[config.mk]
export PLATFORM = sky130hd
export DESIGN_NAME = spi_burst_master
export DESIGN_NICKNAME = d
export VERILOG_FILES = /design/src/rtl/spibm_pkg.sv /design/src/rtl/spibm_tick.sv /design/src/rtl/spibm_header.sv /design/src/rtl/spi_burst_master.sv
export SDC_FILE = /design/constraint.sdc
export NUM_CORES = 1
export LEC_CHECK = 0
export BUFFER_PORTS_ARGS = -buffer_cell sky130_fd_sc_hd__buf_2
export CORE_MARGIN = 10
export CORE_UTILIZATION = 51
export CTS_CLUSTER_SIZE = 25
export DETAILED_ROUTE_END_ITERATION = 12
export PLACE_DENSITY = 0.84
export SLEW_MARGIN = 25
export SYNTH_ARGS = -nofsm -noshare
export SYNTH_HDL_FRONTEND = slang
export SYNTH_SLANG_ARGS = --single-unit
[constraint.sdc]
create_clock -name clk -period 1.77 [get_ports clk]
set_input_delay 0.354 -clock clk [delete_from_list [all_inputs] [get_ports clk]]
set_output_delay 0.354 -clock clk [all_outputs]
set_load 0.01 [all_outputs]
[src/rtl/spibm_pkg.sv]
package spibm_pkg;
  localparam int HDR_W   = 16;
  localparam int IDX_W   = 3;
  localparam int LEN_W   = HDR_W - 1 - IDX_W;
  localparam int BYTES_W = LEN_W + 1;
  localparam int WORD_W  = 16;

  typedef enum logic [2:0] {
    ST_IDLE, ST_LEAD, ST_LOW, ST_HIGH, ST_TAIL, ST_GAP
  } st_t;

  // exchange the two bytes of a word (host stream order <-> wire order)
  function automatic logic [WORD_W-1:0] swap_bytes(input logic [WORD_W-1:0] w);
    return {w[7:0], w[15:8]};
  endfunction
endpackage

[src/rtl/spibm_tick.sv]
module spibm_tick #(
  parameter int HALF = 5
) (
  input  logic clk,
  input  logic rst,
  input  logic run,
  output logic tick
);
  localparam int CW = (HALF > 1) ? $clog2(HALF) : 1;
  localparam logic [CW-1:0] LAST = CW'(HALF - 1);

  logic [CW-1:0] cnt;

  always_ff @(posedge clk) begin
    if (rst || !run)   cnt <= '0;
    else if (cnt == LAST) cnt <= '0;
    else               cnt <= cnt + 1'b1;
  end

  assign tick = run && (cnt == LAST);

  generate
    if (HALF > 1) begin : g_spacing
      // half-period ticks never come on adjacent cycles
      a_r8_tick_spacing: assert property (@(posedge clk) disable iff (rst)
        tick |=> !tick);
    end
  endgenerate
endmodule

[src/rtl/spibm_header.sv]
module spibm_header
  import spibm_pkg::*;
#(
  parameter int ADDR_W = 8
) (
  input  logic               rd,
  input  logic [ADDR_W-1:0]  addr,
  input  logic [BYTES_W-1:0] nbytes,
  output logic [HDR_W-1:0]   hdr,
  output logic [LEN_W-1:0]   nwords
);
  logic [BYTES_W:0] padded;
  logic             unused_bits;

  assign padded      = {1'b0, nbytes} + 1'b1;
  assign nwords      = padded[LEN_W:1];
  assign hdr         = {rd, addr[4:2], nwords};
  assign unused_bits = ^{addr, padded};

  generate
    if (ADDR_W < 5) begin : g_bad_addr
      $error("address must be at least 5 bits wide");
    end
  endgenerate
endmodule

[src/rtl/spi_burst_master.sv]
module spi_burst_master
  import spibm_pkg::*;
#(
  parameter int SYS_HZ  = 250_000_000,
  parameter int SCLK_HZ = 25_000_000,
  parameter int ADDR_W  = 8
) (
  input  logic               clk,
  input  logic               rst,
  input  logic               req_valid,
  output logic               req_ready,
  input  logic               req_read,
  input  logic [ADDR_W-1:0]  req_addr,
  input  logic [BYTES_W-1:0] req_bytes,
  input  logic [WORD_W-1:0]  wr_word,
  output logic               wr_take,
  output logic [WORD_W-1:0]  rd_word,
  output logic               rd_valid,
  output logic               busy,
  output logic               spi_sclk,
  output logic               spi_mosi,
  output logic               spi_cs_n,
  input  logic               spi_miso
);
  localparam int F_LO     = 1_000_000;
  localparam int F_HI     = 52_000_000;
  localparam int SCLK_EFF = (SCLK_HZ > F_HI) ? F_HI : ((SCLK_HZ < F_LO) ? F_LO : SCLK_HZ);
  localparam int HALF_UP  = (SYS_HZ + 2 * SCLK_EFF - 1) / (2 * SCLK_EFF);
  localparam int HALF_MAX = SYS_HZ / (2 * F_LO);
  localparam int HALF     = (HALF_UP > HALF_MAX) ? HALF_MAX : HALF_UP;

  generate
    if (HALF < 1 || (SYS_HZ / (2 * HALF)) > F_HI) begin : g_bad_div
      $error("no divider keeps the SPI clock within 1..52 MHz");
    end
  endgenerate

  st_t               st;
  logic              tick;
  logic [HDR_W-1:0]  hdr;
  logic [LEN_W-1:0]  hdr_words;
  logic [WORD_W-1:0] tx_sr, rx_sr, wr_wire;
  logic [3:0]        bit_idx;
  logic [LEN_W-1:0]  words_left;
  logic              rd_mode, in_hdr, gap_half;
  logic              word_end;
  logic              unused_tx;

  spibm_tick #(.HALF(HALF)) u_tick (
    .clk (clk),
    .rst (rst),
    .run (st != ST_IDLE),
    .tick(tick)
  );

  spibm_header #(.ADDR_W(ADDR_W)) u_hdr (
    .rd    (req_read),
    .addr  (req_addr),
    .nbytes(req_bytes),
    .hdr   (hdr),
    .nwords(hdr_words)
  );

  assign wr_wire   = swap_bytes(wr_word);
  assign word_end  = (st == ST_HIGH) && tick && (bit_idx == 4'd15);
  assign wr_take   = word_end && (words_left != '0) && !rd_mode;
  assign req_ready = !busy;
  assign unused_tx = tx_sr[15];

  always_ff @(posedge clk) begin
    if (rst) begin
      st         <= ST_IDLE;
      spi_cs_n   <= 1'b1;
      spi_sclk   <= 1'b0;
      spi_mosi   <= 1'b0;
      busy       <= 1'b0;
      rd_valid   <= 1'b0;
      rd_word    <= '0;
      tx_sr      <= '0;
      rx_sr      <= '0;
      bit_idx    <= '0;
      words_left <= '0;
      rd_mode    <= 1'b0;
      in_hdr     <= 1'b0;
      gap_half   <= 1'b0;
    end else begin
      rd_valid <= 1'b0;
      case (st)
        ST_IDLE: if (req_valid) begin
          st         <= ST_LEAD;
          busy       <= 1'b1;
          spi_cs_n   <= 1'b0;
          rd_mode    <= req_read;
          in_hdr     <= 1'b1;
          tx_sr      <= hdr;
          spi_mosi   <= hdr[HDR_W-1];
          words_left <= hdr_words;
          bit_idx    <= '0;
        end
        ST_LEAD: if (tick) st <= ST_LOW;
        ST_LOW: if (tick) begin
          spi_sclk <= 1'b1;
          rx_sr    <= {rx_sr[WORD_W-2:0], spi_miso};
          st       <= ST_HIGH;
        end
        ST_HIGH: if (tick) begin
          spi_sclk <= 1'b0;
          if (bit_idx == 4'd15) begin
            bit_idx <= '0;
            if (rd_mode && !in_hdr) begin
              rd_valid <= 1'b1;
              rd_word  <= swap_bytes(rx_sr);
            end
            if (words_left == '0) begin
              st       <= ST_TAIL;
              spi_mosi <= 1'b0;
            end else begin
              words_left <= words_left - 1'b1;
              in_hdr     <= 1'b0;
              st         <= ST_LOW;
              if (rd_mode) begin
                tx_sr    <= '0;
                spi_mosi <= 1'b0;
              end else begin
                tx_sr    <= wr_wire;
                spi_mosi <= wr_wire[WORD_W-1];
              end
            end
          end else begin
            bit_idx  <= bit_idx + 1'b1;
            tx_sr    <= {tx_sr[WORD_W-2:0], 1'b0};
            spi_mosi <= tx_sr[WORD_W-2];
            st       <= ST_LOW;
          end
        end
        ST_TAIL: if (tick) begin
          spi_cs_n <= 1'b1;
          gap_half <= 1'b0;
          st       <= ST_GAP;
        end
        ST_GAP: if (tick) begin
          if (gap_half) begin
            st   <= ST_IDLE;
            busy <= 1'b0;
          end else begin
            gap_half <= 1'b1;
          end
        end
        default: st <= ST_IDLE;
      endcase
    end
  end

  // data only moves while the clock is low
  a_r6_mosi_steady_high: assert property (@(posedge clk) disable iff (rst)
    (spi_sclk && $past(spi_sclk)) |-> $stable(spi_mosi));
  // no clock activity outside a frame
  a_r7_idle_clock_low: assert property (@(posedge clk) disable iff (rst)
    spi_cs_n |-> !spi_sclk);
  // busy covers the whole framed interval
  a_r9_busy_spans_frame: assert property (@(posedge clk) disable iff (rst)
    !spi_cs_n |-> busy);
  // an accepted request opens a frame at once
  a_r9_accept_opens: assert property (@(posedge clk) disable iff (rst)
    (req_valid && req_ready) |=> (busy && !spi_cs_n && !spi_sclk));
  // read strobe lasts one cycle, on a falling edge inside the frame
  a_r10_strobe_single: assert property (@(posedge clk) disable iff (rst)
    rd_valid |=> !rd_valid);
  a_r10_strobe_in_frame: assert property (@(posedge clk) disable iff (rst)
    rd_valid |-> (!spi_cs_n && !spi_sclk));
  // write words are only pulled during a write, with the clock high
  a_r11_take_write_only: assert property (@(posedge clk) disable iff (rst)
    wr_take |-> (!rd_mode && !spi_cs_n && spi_sclk));
endmodule

After elaboration in Yosys (flattened, before gate mapping):

Cells that the tools add are included.

* bits in registers: 77
* bits of input ports: 42
* output and inout bits: 23
* logic and storage cells: 118

* add/subtract/negate cells: 4
* eq/ne operators: 17
* muxes and demuxes: 46
* bitwise logic cells: 3
* reductions and logical operators: 33

Operator list (number)
* 2-to-1 mux 15 bit: 5
* 2-to-1 mux 12 bit: 4
* case mux 15 bit (2 select lines): 1
* 2-to-1 mux 3 bit: 9
* case mux 12 bit (2 select lines): 1
* case mux 3 bit (6 select lines): 1
* != test 2 bit (second input constant): 8
* 2-to-1 mux 1 bit: 15
* adder 13 x 1 -> 13 bit (second input constant): 1
* zero test 12 bit: 1
* 2-to-1 mux 4 bit: 3
* case mux 1 bit (2 select lines): 6
* AND reduction 3 bit: 4
* AND reduction 4 bit: 3
* nonzero test 12 bit: 1
* subtractor 12 x 1 -> 12 bit (second input constant): 1
* nonzero test 2 bit: 5
* equality test 3 bit (second input constant): 3
* case mux 4 bit (2 select lines): 1
* AND reduction 7 bit: 1
* equality test 3 x 2 -> 1 bit (second input constant): 2
* logical AND 1 bit: 6
* AND reduction 5 bit: 1
* adder 4 x 1 -> 4 bit (second input constant): 1
* other kinds (13): 19

Logic depth before layout (Yosys ltp):

Gate-level depths: netlist (run 1).

* word-level depth: 6
* mapped depth: 8

Modules after synthesis:

A second synthesis (run 1) with hierarchy kept.

* cells, all modules: 527
* area total of the unflattened synthesis: 4013.8 um2

By module, submodules not included
* spi_burst_master: times used 1, cells an instance 464, area each 3505.9 um2, sequential area each 1481.4 um2
* spibm_header: times used 1, cells an instance 48, area each 357.8 um2, sequential area each 0.0 um2
* spibm_tick: times used 1, cells an instance 15, area each 150.1 um2, sequential area each 60.1 um2

Worst setup path after synthesis (run 1):

Ideal clock, no wire load.

* path kind: register -> output
* start: register bit_idx[0]
* end: output wr_take
* data arrival time: 1.530 ns
* required time: 1.416 ns
* setup slack: -0.114 ns
* stages on the path, launching flop included: 6
* buffers on the path: 1
* cell sequence: dfxtp_1 ha_1 nand3_1 clkbuf_1 nor3_1 and3_1

* word-level cells in the longest chain between the ends: 4

RTL lines
* start, declared: line spi_burst_master.sv:43 `logic [3:0] bit_idx;`
* start signal, assigned: line spi_burst_master.sv:130 `bit_idx <= bit_idx + 1'b1;`
* equality test 4 bit: line spi_burst_master.sv:65 `assign word_end = (st == ST_HIGH) && tick && (bit_idx == 4'd15);`
* logical AND 1 bit: line spi_burst_master.sv:65
* logical AND 1 bit (2 in series): line spi_burst_master.sv:66 `assign wr_take = word_end && (words_left != '0) && !rd_mode;`
* end, declared: line spi_burst_master.sv:16 `output logic wr_take,`

No other way between the ends.

Worst setup path in the final report (run 1):

* start: register words_left[11]
* end: output wr_take

* word-level cells in the longest chain between the ends: 3

RTL lines
* start, declared: line spi_burst_master.sv:44 `logic [LEN_W-1:0] words_left;`
* start signal, assigned: line spi_burst_master.sv:97 `words_left <= hdr_words;`
* start signal, assigned: line spi_burst_master.sv:118 `words_left <= words_left - 1'b1;`
* nonzero test 12 bit: line spi_burst_master.sv:66
* logical AND 1 bit (2 in series): line spi_burst_master.sv:66

No other way between the ends.

==> results.toml, run 1 <==
[floorplan]
dieArea_sq_mm = 0.0116
dieWidth_microns = 108
coreArea_sq_mm = 0.00737
rows = 31
initial_core_util_pct = 53.3
dieHeight_microns = 108
io_pins = 65

[cells_and_area]
antenna_cells = 0
num-fill-cells = 552
nets = 660
syn_to_final_growth_pct = 36.7
drive_gt1_share_pct = 35.5

[setup_path]
crit_buf_inv = 3
required_ns = 1.42
cpMostUsedCell = "buf_6"
critical_path_class = "flop to primary output"
startpoint_type = "flop"
max_stage_delay_ns = 0.34
crit_cells = 6
end_kind = "primary output"
crit_fanout = 2
worstPathCellList = "nor4_4, buf_4, nand4_4, buf_6, and3_4, buf_6"
critPathTopFamily = "simple AND/OR/NAND/NOR gates"
slowest_stage = "dfxtp_2"
cp.arrival_ns = 1.66
worst-r2r-cell-count = 8

[synthesis]
synth_area_sq_mm = 0.00393
ys_types = 62
ys.flop_type = "dfxtp_1"
ys_seq_area_share_pct = 39.3
ys_seq_elements = 77
synthAdderAreaFrac_pct = 1.91
yosysMostFrequentCell = "nand2_1"
synthTopCellsByCount = "nand2_1 (100), dfxtp_1 (77), a21oi_1 (68)"
async_reset_ff_share_pct = 0
synth_top_area_cell = "dfxtp_1"
synth_top_family_by_area = "simple AND/OR/NAND/NOR gates"
synth_edf_count = 0
avgSynthCellArea_sq_um = 7.79
synth_xor_area_share_pct = 2.23
synth_area_leaders = "dfxtp_1 (39%), nand2_1 (9.6%), a21oi_1 (8.7%)"
yosys.area_share.simple_pct = 27.1
synth_top_area_share_pct = 39.3
synth_mux_area_share_pct = 0.510
synth_nets = 552
synth_warnings = 0
synth_compound_area_share_pct = 23.3
synthCells = 504

[clocking]
cts_tree = "built"
cts-root-buf = "clkbuf_8"
clock_sinks = 77
cts_buffer_depth = 2
cts_buffers = 9
h-tree-depth = 3
clkTransAtPathRegs_ns = 0.09
clkLatencyLatePin_ns = 0.37

[route]
via_count = 4336
avgRoutedWirePerCell_microns = 18.2
via_per_inst = 6.06
first_iter_violations = 187
ant_nets = 0
wirelength_microns = 13000
drc_errors = 0
dr.pass1.iters = 5

[power]
combPwrFrac_pct = 17.9
ir_drop_mv = 0.593
switchingPower_w = 0.00117
clkPwrFrac_pct = 34.0
seqPwrFrac_pct = 48.1
swShare_pct = 30.7
p_per_area_mw_per_mm2 = 711
total_power_w = 0.00381
power.internal_w = 0.00264
leakagePower_nw = 2.06

[worst_hold_path]
holdPathStages = 3
hold_class = "primary input to flop"

[run_status]
violations = "setup timing"
status = "complete, but fails checks"

[place]
place_hpwl_microns = 8130
globalplace.congestion = 0.875
io_buffers = 59
dpl_worst_slack_ns = -0.195

[sta]
finalHoldViolations = 0
final-setup-viol-count = 40
finalMaxSlewViolations = 0
fin_setup_tns_ns = -2.91
relSlewSlack_pct = 64.2
finalClockSkew_ns = 0.0106
period_share_pct = 114
fin_ws_ns = -0.245
clock.fmax_mhz = 496
worst_slew_pin_slew_ns = 0.537
rsz0062_at_grt = "yes"
post-route-min-period_ns = 2.01

[global_routing]
antenna_found_initial = 0
grt_pass1_vias = 4329
track_usage_pct = 21.6
grt_pass1_wl_microns = 20500
grt_max_degree = 49
grt_overflow_total = 0

[run]
cap_violations = 0
## state kept, by name, indices dropped and copies added (netlist names)
name        cells
tx_sr          15
st              3
bit_idx         4
rd_mode         1
u_tick.cnt      3
in_hdr          1
spi_cs_n        1
gap_half        1
rd_valid        1
words_left     12
busy            1
spi_sclk        1
rx_sr          16
rd_word        16
spi_mosi        1
## final cells by class
class                           count  area, sq um  share of cell area (%)
Timing Repair Buffer              133         1000                    18.7
Multi-Input combinational cell    379         2450                    45.6
Tap cell                           99          124                    2.31
Clock inverter                      7         66.3                    1.24
Sequential cell                    77         1560                    29.0
Clock buffer                        9          124                    2.31
Inverter                           12         45.0                   0.840
## layout by cell type (no fill, tap or decap), drive strengths merged, types with 9 or more instances in the layout
master and n:
nor3 13, dfxtp 77, a211oi 11, o21ai 15
buf 131, nand3b 9, inv 15, nor2 31
o211ai 11, a21oi 70, nand2 100, clkbuf 10
nand3 22
## worst paths after layout
path             startpoint  slack, ns     endpoint
max reg2reg           st[1]      -0.12  rd_word[15]
min reg2reg      rd_word[8]       0.46   rd_word[8]
max          words_left[11]      -0.24      wr_take
min                spi_miso       0.22     rx_sr[0]
## worst register-to-register path, stage by stage, from the launching register on
cell	delay, ns
dfxtp_2	0.35
buf_4	0.15
nand3b_1	0.16
buf_4	0.19
buf_4	0.13
nor2_1	0.12
and4b_2	0.46
nand2_1	0.12
a21oi_1	0.15
## repair_timing
action	CTS	global route
setup buffers	9	2
pin swaps	17	10
hold buffers	0	0
resized for setup	44	36
gates cloned	4	1
setup endpoints to repair	41	62
## metal layers
metal,track usage [%],wire [microns]
met5,0,0
met1,22.9,4960
met4,13.1,702
met2,37.5,6410
met3,5.81,924
## power groups by stage
stage | registers, W | clock network, W | logic, W
final | 0.00183 | 0.00130 | 0.000682
after global routing | 0.00184 | 0.00138 | 0.000724
after CTS | 0.00183 | 0.00131 | 0.000614
after detailed placement | 0.00186 | 0 | 0.000527
after global placement | 0.00186 | 0 | 0.000509
after floorplan | 0.00186 | 0 | 0.000293
## through the flow
step | std cells | hold slack, ns | cell area [sq um] | utilization, %
after global routing | 716 | 0.227 | 5370 | 72.8
after floorplan | 504 | 0.417 | 3950 | -
final | 716 | 0.223 | 5370 | 72.8
after CTS | 713 | 0.213 | 5200 | 70.6
after global placement | 684 | 0.442 | 4670 | 63.4
after detailed placement | 684 | 0.449 | 4670 | 63.4
## cells by family (layout without fill, tap and decap cells)
| kind of cell | count (synthesis) | count (layout) |
|---|---|---|
| buffers and inverters | 50 | 161 |
| AO/OA/AOI/OAI | 139 | 141 |
| XOR/XNOR | 10 | 10 |
| flip-flops | 77 | 77 |
| adder cells (fa/ha/maj) | 6 | 6 |
| multiplexers | 2 | 2 |
| AND/OR/NAND/NOR | 220 | 220 |
(Power assumes the default switching activity.)
==> run 2, diff against run 1 <==
Settings changed: BUFFER_PORTS_ARGS -buffer_cell sky130_fd_sc_hd__buf_2 to -buffer_cell sky130_fd_sc_hd__buf_4.
==> results.toml, run 2 (synthesis gave the netlist of run 1 again) <==
[setup_path]
crit_path_start = "st[0]"
cp.arrival_ns = 2.26
reg2reg_to = "words_left[2]"
critical_path_class = "flop to flop"
crit_fanout = 13
reg2reg_slack_ns = -0.21
rr_startpoint = "st[0]"
startpoint_type = "flop"
worst-r2r-cell-count = 8
required_ns = 2.05
cp-endpoint = "words_left[2]"
end_kind = "flop"

[floorplan]
initial_core_util_pct = 53.3
dieArea_sq_mm = 0.0116
io_pins = 65
dieWidth_microns = 108
rows = 31
dieHeight_microns = 108
coreArea_sq_mm = 0.00737

[sta]
finalClockSkew_ns = 0.0165
fin_setup_tns_ns = -4.07
period_share_pct = 112
rsz0062_at_grt = "yes"
finalMaxSlewViolations = 0
fin_ws_ns = -0.207
clock.fmax_mhz = 506
final-setup-viol-count = 31
post-route-min-period_ns = 1.98
finalHoldViolations = 0
worst_slew_pin_slew_ns = 0.413
holdWs_ns = 0.245
relSlewSlack_pct = 72.2

[power]
seqPwrFrac_pct = 47.6
switchingPower_w = 0.00119
p_per_area_mw_per_mm2 = 679
ir_drop_mv = 0.580
combPwrFrac_pct = 18.1
total_power_w = 0.00385
clkPwrFrac_pct = 34.3
swShare_pct = 30.9
leakagePower_nw = 2.13
power.internal_w = 0.00266

[route]
via_count = 4451
first_iter_violations = 301
via_per_inst = 6.17
wirelength_microns = 14400
ant_nets = 0
dr.pass1.iters = 5
avgRoutedWirePerCell_microns = 20.0
drc_errors = 0

[global_routing]
grt_max_degree = 32
antenna_found_initial = 0
grt_pass1_wl_microns = 20700
track_usage_pct = 21.9
grt_pass1_vias = 4295
grt_overflow_total = 0

[cells_and_area]
utilization_pct = 76.9
num-fill-cells = 485
nets = 665
mostFrequentLayoutCells = "buf_4 (116), nand2_1 (96), dfxtp_1 (69)"
antenna_cells = 0
final_common_cell = "buf_4"
final_area_sq_mm = 0.00567
syn_to_final_growth_pct = 44.4
drive_gt1_share_pct = 36.8
reg_top3 = "rd_word: 16 flops, rx_sr: 16 flops, tx_sr: 15 flops"

[clocking]
clkLatencyLatePin_ns = 0.37
cts_buffer_depth = 2
clkTransAtPathRegs_ns = 0.09
cts_buffers = 9
cts_tree = "built"
clock_sinks = 77
h-tree-depth = 3
cts-root-buf = "clkbuf_8"

[run]
cap_violations = 0

[run_status]
violations = "setup timing"
status = "complete, but fails checks"

[place]
place_hpwl_microns = 7970
io_buffers = 59
post_dp_cell_area_sq_mm = 0.00481
globalplace.congestion = 0.835

[worst_hold_path]
hold_class = "primary input to flop"
-- run 2: cell types whose count changed in the layout (fill, tap and decap cells not counted), sizes merged --
cell and delta:
buf +4, clkbuf +2, clkinv -2, inv +2
o21ba -1
-- run 2: worst min-delay path by stage --
stage	cells after the start	slack (ns)	end	startpoint
global placement	2	0.44	tx_sr[4]	tx_sr[4]
CTS	3	0.24	rx_sr[0]	spi_miso
global route	3	0.25	rx_sr[0]	spi_miso
floorplan	1	0.42	u_tick.cnt[0]	u_tick.cnt[0]
finish	3	0.25	rx_sr[0]	spi_miso
detailed placement	2	0.45	tx_sr[13]	tx_sr[13]
-- run 2: metal layers --
| layer | share of wire [%] | global-route usage (%) | vias to the layer above |
|---|---|---|---|
| met5 | 0 | 0 | - |
| met4 | 5.1 | 14.7 | 0 |
| met3 | 8.4 | 5.93 | 74 |
| met2 | 50 | 37.3 | 253 |
| met1 | 37 | 23.2 | 2104 |
| li1 | - | - | 2020 |
-- run 2: stage by stage --
step,std cells,setup WS (ns)
final,721,-0.207
after global routing,721,-0.251
after CTS,716,-0.147
after detailed placement,681,-0.125
after global placement,681,-0.105
after floorplan,504,-0.00174
-- run 2: critical path, stage by stage, from the launching register on --
cell     delay (ns)
dfxtp_2        0.34
buf_6          0.10
buf_6          0.14
nand4_2        0.17
a221o_1        0.41
o21ba_4        0.32
buf_4          0.16
o21ai_1        0.07
a21oi_1        0.17
-- run 2: timing repair --
| action | in CTS | in global routing |
|---|---|---|
| pin swaps | 9 | 13 |
| endpoints found under the setup margin | 26 | 58 |
| gates cloned | 4 | 4 |
| hold buffers | 0 | 0 |
| buffers inserted | 16 | 4 |
| gates resized for setup | 42 | 48 |
-- run 2: layout make-up --
type / count / area, sq um / area share [%]
flip-flops and latches: 77 / 1550 / 27.4
clock buffers: 9 / 124 / 2.19
multi-input cells: 378 / 2480 / 43.8
inverters: 12 / 45.0 / 0.795
repair buffers: 139 / 1280 / 22.5
well taps: 99 / 124 / 2.19
clock inverters: 7 / 61.3 / 1.08
-- run 2: power groups by stage --
| stage | clock [W] | sequential [W] | combinational, W |
|---|---|---|---|
| 2_1_floorplan | 0 | 0.00186 | 0.000293 |
| 3_3_place_gp | 0 | 0.00185 | 0.000535 |
| 3_5_place_dp | 0 | 0.00186 | 0.000553 |
| 4_1_cts | 0.00131 | 0.00183 | 0.000604 |
| 5_1_grt | 0.00139 | 0.00184 | 0.000741 |
| 6_report | 0.00132 | 0.00183 | 0.000698 |
==> run 3, diff against run 2 <==
Settings changed: RECOVER_POWER set to 50.
==> results.toml, run 3 (synthesis gave the netlist of run 1 again) <==
[sta]
final-setup-viol-count = 37
post-route-min-period_ns = 1.98
relSlewSlack_pct = 71.9
finalClockSkew_ns = 0.0128
worst_slew_pin_slew_ns = 0.421
finalMaxSlewViolations = 0
finalHoldViolations = 0
clock.fmax_mhz = 506
fin_ws_ns = -0.207
period_share_pct = 112
rsz0062_at_grt = "yes"

[place]
io_buffers = 59
place_hpwl_microns = 7970
globalplace.congestion = 0.835

[setup_path]
crit_path_start = "st[1]"
required_ns = 2.06
crit_buf_inv = 3
reg2reg_slack_ns = -0.21
cp.arrival_ns = 2.26
critical_path_class = "flop to flop"
cpMostUsedCell = "buf_4"
crit_fanout = 8
max_stage_delay_ns = 0.41
rr_startpoint = "st[1]"
startpoint_type = "flop"
critPathTopFamily = "compound AO/OA/AOI/OAI gates"
worstPathCellList = "buf_6, buf_4, nand4_2, a221o_1, o21ba_4, buf_4, o21ai_1, a21oi_1"
end_kind = "flop"
slowest_stage = "a221o_1"

[clocking]
h-tree-depth = 3
clock_sinks = 77
cts_buffers = 9
cts_tree = "built"
cts-root-buf = "clkbuf_8"
clkTransAtPathRegs_ns = 0.09
cts_buffer_depth = 2
clkLatencyLatePin_ns = 0.37

[route]
dr.pass1.iters = 5
avgRoutedWirePerCell_microns = 19.9
via_per_inst = 6.17
drc_errors = 0
wirelength_microns = 14400
first_iter_violations = 348
via_count = 4450
ant_nets = 0

[worst_hold_path]
hold_class = "primary input to flop"
hp-start = "spi_miso"

[floorplan]
dieArea_sq_mm = 0.0116
initial_core_util_pct = 53.3
coreArea_sq_mm = 0.00737
rows = 31
dieHeight_microns = 108
io_pins = 65
dieWidth_microns = 108

[global_routing]
grt_pass1_wl_microns = 20700
track_usage_pct = 21.9
grt_max_degree = 32
grt_overflow_total = 0
antenna_found_initial = 0
grt_pass1_vias = 4295

[run_status]
status = "complete, but fails checks"
violations = "setup timing"

[power]
p_per_area_mw_per_mm2 = 688
leakagePower_nw = 2.03
ir_drop_mv = 0.577
total_power_w = 0.00384

[cells_and_area]
utilization_pct = 75.7
area.sequential_sq_mm = 0.00155
drive_gt1_share_pct = 33.0
mostFrequentLayoutCells = "nand2_1 (96), buf_4 (93), dfxtp_1 (70)"
nets = 665
syn_to_final_growth_pct = 42.1
final_common_cell = "nand2_1"
antenna_cells = 0
multiInputGateArea_sq_mm = 0.00248
num-fill-cells = 521
reg_top3 = "rd_word: 16 flops, rx_sr: 16 flops, tx_sr: 15 flops"

[run]
cap_violations = 0
[run 3: changes by cell type in the layout (fill, tap and decap cells not counted), sizes merged]
cell	previous run	this run
buf	135	112
clkbuf	12	35
[run 3: cell type report]
class / instances / area share, %
clock buffers: 9 / 2.22
well taps: 99 / 2.22
multi-input cells: 378 / 44.5
flip-flops and latches: 77 / 27.8
clock inverters: 7 / 1.10
inverters: 12 / 0.807
repair buffers: 139 / 21.4
[run 3: through the flow]
step / setup TNS (ns) / worst slack, ns / cells / hold slack, ns / instance area (sq um)
6_report: -4.29 / -0.207 / 721 / 0.245 / 5580
5_1_grt: -6.67 / -0.259 / 721 / 0.245 / 5580
4_1_cts: -0.516 / -0.147 / 716 / 0.242 / 5410
3_5_place_dp: -1.91 / -0.125 / 681 / 0.450 / 4810
3_3_place_gp: -0.804 / -0.105 / 681 / 0.442 / 4810
2_1_floorplan: -0.00174 / -0.00174 / 504 / 0.417 / 3950
[run 3: final timing paths]
kind,depth (start not counted),to
worst max-delay path,8,words_left[2]
worst min-delay path,3,rx_sr[0]
worst max register to register,8,words_left[2]
worst min register to register,2,rd_word[9]
[run 3: tightest hold or removal path, stage by stage]
cell     delay [ns]
buf_4          0.11
nand2_1        0.05
a21oi_1        0.05
[run 3: layer usage]
layer / track usage, % / up-vias / routed length [microns] / part of all wire, %
li1: - / 2021 / - / -
met1: 23.2 / 2089 / 5410 / 38
met2: 37.3 / 257 / 7050 / 49
met3: 5.93 / 83 / 1120 / 7.8
met4: 14.7 / 0 / 800 / 5.6
met5: 0 / - / 0 / 0
[run 3: what timing repair did]
item | CTS | global route
hold buffers | 0 | 0
gates cloned | 4 | 4
pin swaps | 9 | 13
setup buffers | 16 | 4
resized for setup | 42 | 48
setup endpoints to repair | 26 | 58
[run 3: power breakdown]
part	total (W)	switching, W	internal (W)
sequential	0.00183	0.0000475	0.00178
combinational	0.000691	0.000361	0.000330
clock	0.00131	0.000775	0.000539
total	0.00384	0.00118	0.00265
